## src/rtl/int_alu_pkg.sv

```systemverilog
package int_alu_pkg;

   typedef enum logic [3:0] {
      OP_ADD = 4'd0,
      OP_SUB = 4'd1,
      OP_AND = 4'd2,
      OP_OR  = 4'd3,
      OP_NOR = 4'd4,
      OP_SLT = 4'd5,
      OP_SLL = 4'd6,
      OP_SRL = 4'd7,
      OP_LUI = 4'd8
   } alu_op_e;

   localparam int unsigned OP_LAST = 8;

endpackage

```

## src/rtl/alu_arith_unit.sv

```systemverilog
module alu_arith_unit #(
   parameter int unsigned DATA_W = 32
) (
   input  logic [DATA_W-1:0] a_i,
   input  logic [DATA_W-1:0] b_i,
   input  logic              sub_i,
   output logic [DATA_W-1:0] sum_o,
   output logic              lt_o
);
   localparam int unsigned MSB = DATA_W - 1;

   logic [DATA_W-1:0] b_eff;
   logic              signs_differ;

   assign b_eff = sub_i ? ~b_i : b_i;
   // Carry-in of one completes the two's-complement negation of B.
   assign sum_o = a_i + b_eff + DATA_W'(sub_i);

   // Opposite signs: the negative operand is smaller, and the difference
   // is not consulted since it may have overflowed.
   assign signs_differ = a_i[MSB] ^ b_i[MSB];
   assign lt_o = signs_differ ? a_i[MSB] : sum_o[MSB];
endmodule

```

## src/rtl/alu_logic_unit.sv

```systemverilog
module alu_logic_unit
   import int_alu_pkg::*;
#(
   parameter int unsigned DATA_W = 32
) (
   input  alu_op_e           op_i,
   input  logic [DATA_W-1:0] a_i,
   input  logic [DATA_W-1:0] b_i,
   output logic [DATA_W-1:0] res_o
);
   logic [DATA_W-1:0] or_v;

   assign or_v = a_i | b_i;

   always_comb begin
      case (op_i)
         OP_AND:  res_o = a_i & b_i;
         OP_OR:   res_o = or_v;
         OP_NOR:  res_o = ~or_v;
         default: res_o = '0;
      endcase
   end
endmodule

```

## src/rtl/alu_shift_unit.sv

```systemverilog
module alu_shift_unit #(
   parameter int unsigned DATA_W  = 32,
   parameter int unsigned SHAMT_W = $clog2(DATA_W)
) (
   input  logic [DATA_W-1:0]  data_i,
   input  logic [SHAMT_W-1:0] shamt_i,
   input  logic               left_i,
   output logic [DATA_W-1:0]  data_o
);
   logic [DATA_W-1:0] stage [0:SHAMT_W];

   assign stage[0] = data_i;

   // Logarithmic barrel: stage k moves the word by 2**k when count bit k is set.
   for (genvar k = 0; k < SHAMT_W; k++) begin : g_stage
      localparam int unsigned DIST = 1 << k;
      logic [DATA_W-1:0] moved;
      assign moved = left_i ? (stage[k] << DIST) : (stage[k] >> DIST);
      assign stage[k+1] = shamt_i[k] ? moved : stage[k];
   end

   assign data_o = stage[SHAMT_W];
endmodule

```

## src/rtl/int_alu.sv

```systemverilog
module int_alu
   import int_alu_pkg::*;
#(
   parameter int unsigned DATA_W  = 32,
   parameter int unsigned IMM_W   = 16,
   parameter bit          OUT_REG = 1'b1,
   localparam int unsigned SHAMT_W = $clog2(DATA_W)
) (
   input  logic               clk,
   input  logic               rst_n,
   input  logic [3:0]         op_i,
   input  logic [DATA_W-1:0]  a_i,
   input  logic [DATA_W-1:0]  b_i,
   input  logic [SHAMT_W-1:0] shamt_i,
   output logic [DATA_W-1:0]  result_o,
   output logic               zero_o
);
   localparam int unsigned LOW_W = DATA_W - IMM_W;

   if (DATA_W < 2 || (1 << SHAMT_W) != DATA_W) begin : g_bad_width
      $error("int_alu: DATA_W must be a power of two");
   end
   if (IMM_W == 0 || IMM_W >= DATA_W) begin : g_bad_imm
      $error("int_alu: IMM_W must lie between 1 and DATA_W-1");
   end

   alu_op_e           op;
   logic [DATA_W-1:0] sum_v;
   logic              lt_v;
   logic [DATA_W-1:0] logic_v;
   logic [DATA_W-1:0] shift_v;
   logic [DATA_W-1:0] res_next;
   logic              zero_next;

   assign op = alu_op_e'(op_i);

   alu_arith_unit #(.DATA_W(DATA_W)) u_arith (
      .a_i   (a_i),
      .b_i   (b_i),
      .sub_i (op == OP_SUB || op == OP_SLT),
      .sum_o (sum_v),
      .lt_o  (lt_v)
   );

   alu_logic_unit #(.DATA_W(DATA_W)) u_logic (
      .op_i  (op),
      .a_i   (a_i),
      .b_i   (b_i),
      .res_o (logic_v)
   );

   alu_shift_unit #(.DATA_W(DATA_W), .SHAMT_W(SHAMT_W)) u_shift (
      .data_i  (a_i),
      .shamt_i (shamt_i),
      .left_i  (op == OP_SLL),
      .data_o  (shift_v)
   );

   always_comb begin
      case (op)
         OP_ADD, OP_SUB:         res_next = sum_v;
         OP_AND, OP_OR, OP_NOR:  res_next = logic_v;
         OP_SLT:                 res_next = {{(DATA_W-1){1'b0}}, lt_v};
         OP_SLL, OP_SRL:         res_next = shift_v;
         OP_LUI:                 res_next = {b_i[IMM_W-1:0], {LOW_W{1'b0}}};
         default:                res_next = '0;
      endcase
   end

   assign zero_next = (res_next == '0);

   if (OUT_REG) begin : g_reg_out
      always_ff @(posedge clk or negedge rst_n) begin
         if (!rst_n) begin
            result_o <= '0;
            zero_o   <= 1'b1;
         end else begin
            result_o <= res_next;
            zero_o   <= zero_next;
         end
      end
   end else begin : g_comb_out
      assign result_o = res_next;
      assign zero_o   = zero_next;
   end
endmodule

```

## config.mk

```make
export PLATFORM = sky130hd
export DESIGN_NAME = int_alu
export DESIGN_NICKNAME = d
export VERILOG_FILES = /design/src/rtl/int_alu_pkg.sv /design/src/rtl/alu_arith_unit.sv /design/src/rtl/alu_logic_unit.sv /design/src/rtl/alu_shift_unit.sv /design/src/rtl/int_alu.sv
export SDC_FILE = /design/constraint.sdc
export NUM_CORES = 1
export LEC_CHECK = 0
export ABC_CLOCK_PERIOD_IN_PS = 800
export BUFFER_PORTS_ARGS = -buffer_cell sky130_fd_sc_hd__clkbuf_2
export CAP_MARGIN = 20
export CORE_MARGIN = 2
export CORE_UTILIZATION = 65
export CTS_BUF_LIST = sky130_fd_sc_hd__clkbuf_16
export CTS_CLUSTER_DIAMETER = 40
export DETAILED_ROUTE_END_ITERATION = 10
export GPL_ROUTABILITY_DRIVEN = 0
export PLACE_DENSITY_LB_ADDON = 0.3
export SYNTH_ARGS = -nofsm -noshare
export SYNTH_HDL_FRONTEND = slang
export SYNTH_SLANG_ARGS = --single-unit
```

## constraint.sdc

```tcl
create_clock -name clk -period 0.8 [get_ports clk]
set_input_delay 0 -clock clk [delete_from_list [all_inputs] [get_ports clk]]
set_output_delay 0 -clock clk [all_outputs]
set_load 0.005 [all_outputs]
```

==> flow_metrics.env, run 1 <==
export IMPL_outcome="did not finish"
export IMPL_lastStage="3_5_place_dp"
export IMPL_tool_error="[ERROR DPL-0033] detailed placement checks failed during check placement."
export IMPL_synth_seq_area_share_pct=9.50
export IMPL_port_buffers=107
export IMPL_yosysUniqueCellTypes=89
export IMPL_ys_top_cells_by_count="a21oi_1 (114), nand2_1 (106), nor2_1 (106)"
export IMPL_die_h_um=120
export IMPL_syn_nets=1300
export IMPL_syn_area_per_cell_um2=7.31
export IMPL_pin_count=108
export IMPL_synth_edf_count=0
export IMPL_async_flop_share_pct=100
export IMPL_synthFlopType="dfrtp_1"
export IMPL_die_w_um=120
export IMPL_start_util_pct=66.3
export IMPL_yosysMostFrequentCell="a21oi_1"
export IMPL_yosysWarnings=0
export IMPL_postSynthCellCount=1190
export IMPL_rows=42
export IMPL_dp_hpwl_mm=45.3
export IMPL_synth_area_um2=8700
export IMPL_synthDominantCellAreaShare_pct=9.20
export IMPL_synth_area_leaders="dfrtp_1 (9.2%), a21oi_1 (6.6%), mux4_2 (6.2%)"
export IMPL_synth_largest_area_cell="dfrtp_1"
export IMPL_ys_ff_latch=33
kinds of logic after synthesis:
family          count (synthesis)  synth area share [%]
simple gates                  412                  23.4
mux                            93                  14.7
flops                          33                  9.50
buf+inv                       133                  7.42
compound gates                405                  31.5
fa+ha+maj                      63                  8.34
xor+xnor                       51                  5.13
per-stage QoR:
step | setup TNS [ns] | std cells | instance area (um^2) | setup slack [ns]
2_1_floorplan | -55.02 | 1190 | 8840 | -2.48
3_3_place_gp | -68.11 | 1853 | 12900 | -2.68
==> run 2, diff against run 1 <==
--- a/config.mk
+++ b/config.mk
@@ -9,12 +9,10 @@
 export BUFFER_PORTS_ARGS = -buffer_cell sky130_fd_sc_hd__clkbuf_2
 export CAP_MARGIN = 20
 export CORE_MARGIN = 2
-export CORE_UTILIZATION = 65
-export CTS_BUF_LIST = sky130_fd_sc_hd__clkbuf_16
-export CTS_CLUSTER_DIAMETER = 40
+export CORE_UTILIZATION = 40
 export DETAILED_ROUTE_END_ITERATION = 10
 export GPL_ROUTABILITY_DRIVEN = 0
-export PLACE_DENSITY_LB_ADDON = 0.3
+export PLACE_DENSITY_LB_ADDON = 0.15
 export SYNTH_ARGS = -nofsm -noshare
 export SYNTH_HDL_FRONTEND = slang
 export SYNTH_SLANG_ARGS = --single-unit
==> flow_metrics.env, run 2 <==
export IMPL_finalWorstSetupSlack_ns=-2.72
export IMPL_hold_viol=0
export IMPL_crit_required_ns=0.98
export IMPL_min_period_ns=3.52
export IMPL_rows=53
export IMPL_first_iter_violations=2191
export IMPL_die_w_um=152
export IMPL_clkTransAtPathRegs_ns=0.05
export IMPL_cts_max_level=2
export IMPL_top_regs="result_o: 32 flops, zero_o: 1 flops"
export IMPL_vias_per_cell=6.61
export IMPL_ys_ff_latch=33
export IMPL_setup_tns_ns=-65.30
export IMPL_totalPowerFinal_mw=16.4
export IMPL_rsz0062_at_grt="yes"
export IMPL_largest_register_ffs=32
export IMPL_synth_area_um2=8700
export IMPL_synth_seq_area_share_pct=9.50
export IMPL_fmax_ghz=0.284
export IMPL_timing_hold_ws_ns=0.0827
export IMPL_layout_commonest_cell="buf_4"
export IMPL_crit_fanout=5
export IMPL_wl_per_cell_um=25.0
export IMPL_syn_area_per_cell_um2=7.31
export IMPL_yosysWarnings=0
export IMPL_syn_nets=1300
export IMPL_synthDominantCellAreaShare_pct=9.20
export IMPL_top_register="result_o"
export IMPL_drt_total_wl_mm=51.0
export IMPL_slew_headroom_pct=49.5
export IMPL_antenna_found_initial=0
export IMPL_violations="setup timing"
export IMPL_finalSetupViolations=35
export IMPL_synth_edf_count=0
export IMPL_p_leak_nw=6.96
export IMPL_track_usage_pct=41.8
export IMPL_synthFlopType="dfrtp_1"
export IMPL_fin_crit_sh_pct=440
export IMPL_outcome="finished, violations left"
export IMPL_start_util_pct=41.0
export IMPL_firstDrtPassIters=11
export IMPL_grt_pass1_wl_mm=72.8
export IMPL_ctsRootBufferMaster="clkbuf_16"
export IMPL_hold_path_class="in -> async"
export IMPL_num_vias=13500
export IMPL_slew_viol_final=0
export IMPL_yosysUniqueCellTypes=89
export IMPL_synth_largest_area_cell="dfrtp_1"
export IMPL_drc_errors=0
export IMPL_area_delta_synth_final_pct=71.7
export IMPL_yosysMostFrequentCell="a21oi_1"
export IMPL_maxCapViolCount=0
export IMPL_layout_nets=1870
export IMPL_cts_sinks=33
export IMPL_cp_arrival_ns=3.70
export IMPL_async_flop_share_pct=100
export IMPL_cp_end_kind="flip-flop"
export IMPL_worst_pin_slew_ns=0.748
export IMPL_numCtsBuffers=5
export IMPL_grt_pass1_vias=12600
export IMPL_worstSetupStartpointType="input port"
export IMPL_peakVddDrop_uv=1050
export IMPL_n_antenna_cell=0
export IMPL_ys_top_cells_by_count="a21oi_1 (114), nand2_1 (106), nor2_1 (106)"
export IMPL_tritoncts="done"
export IMPL_mostFrequentLayoutCells="buf_4 (498), clkbuf_2 (101), nor2_1 (100)"
export IMPL_grt_max_degree=31
export IMPL_port_buffers=107
export IMPL_dp_hpwl_mm=37.9
export IMPL_core_area_um2=21200
export IMPL_pin_count=108
export IMPL_synth_area_leaders="dfrtp_1 (9.2%), a21oi_1 (6.6%), mux4_2 (6.2%)"
export IMPL_path_class="in -> reg"
export IMPL_die_area_um2=23000
export IMPL_die_h_um=152
export IMPL_layout_drive_gt1_share_pct=50.1
export IMPL_antenna_left=0
export IMPL_powerDensity_nw_per_um2=1100
export IMPL_postSynthCellCount=1190
export IMPL_cts_buffer_depth=2
export IMPL_gr_total_overflow=0
run 2: cell counts after synthesis:
No cell type changed its count.
run 2: worst max-delay path, stage by stage:
cell,delay [ns]
buf_8,0.10
nor3b_4,0.22
buf_12,0.15
buf_8,0.12
buf_6,0.11
xor2_1,0.18
ha_1,0.29
buf_6,0.14
a21oi_4,0.18
nand3b_1,0.15
a2bb2oi_4,0.19
a21o_1,0.21
a21oi_2,0.21
xnor2_2,0.14
a211o_1,0.35
nor4_1,0.30
and3_1,0.20
nand4_1,0.13
nor4_2,0.30
run 2: final cells by class:
cell class	instances	area, um^2
inverter	19	71.3
fill	1673	6270
timing repair buffer	676	5340
tap	275	344
clock buffer	7	143
sequential	33	827
clock inverter	1	30.0
multi-input combinational	1025	8200
run 2: where the power goes:
group / internal (mW) / leakage, nW / switching (mW)
clock: 1.55 / 0.0841 / 0.656
sequential: 1.86 / 0.432 / 0.0614
combinational: 5.95 / 6.45 / 6.30
total: 9.36 / 6.96 / 7.02
run 2: repair_timing:
| item | in CTS | in global routing |
|---|---|---|
| cloned | 4 | 0 |
| setup buffers | 50 | 26 |
| endpoints found under the setup margin | 34 | 35 |
| endpoints found under the hold margin | 33 | 0 |
| hold buffers | 1 | 0 |
| pin swaps | 77 | 56 |
| gates resized for setup | 145 | 97 |
run 2: worst paths after layout:
kind,from,endpoint,slack [ns],cells past startpoint
min,rst_n,result_o[27],0.08,2
max,op_i[1],zero_o,-2.72,19
min in group clk,op_i[1],result_o[0],0.30,3
max in group asynchronous,rst_n,zero_o,0.27,3
run 2: metrics by stage:
step                      setup WS [ns]  utilization, %  cell area, um^2  instances
after floorplan                   -2.48               -             8840       1190
after global placement            -2.89            61.7            13100       1964
after detailed placement          -2.98            61.7            13100       1964
after CTS                         -2.45            67.6            14300       2019
after global routing              -2.82            70.4            14900       2036
final                             -2.72            70.4            14900       2036
run 2: cell families after synthesis:
logic type	count (synthesis)	share of synthesized area, %
buffers and inverters	133	7.42
AOI/OAI and AO/OA	405	31.5
xor gates and xnor gates	51	5.13
adders and majority gates	63	8.34
and+or+nand+nor	412	23.4
muxes	93	14.7
DFF	33	9.50
run 2: metal layers:
layer  track usage [%]  vias up  wire length (um)
li1                  -     5677                 -
met1              53.0     6269             18200
met2              63.3     1149             21200
met3              10.4      369              6900
met4              26.8        0              4670
met5                 0        -                 0
No activity file was read; power rests on OpenSTA's default activity.
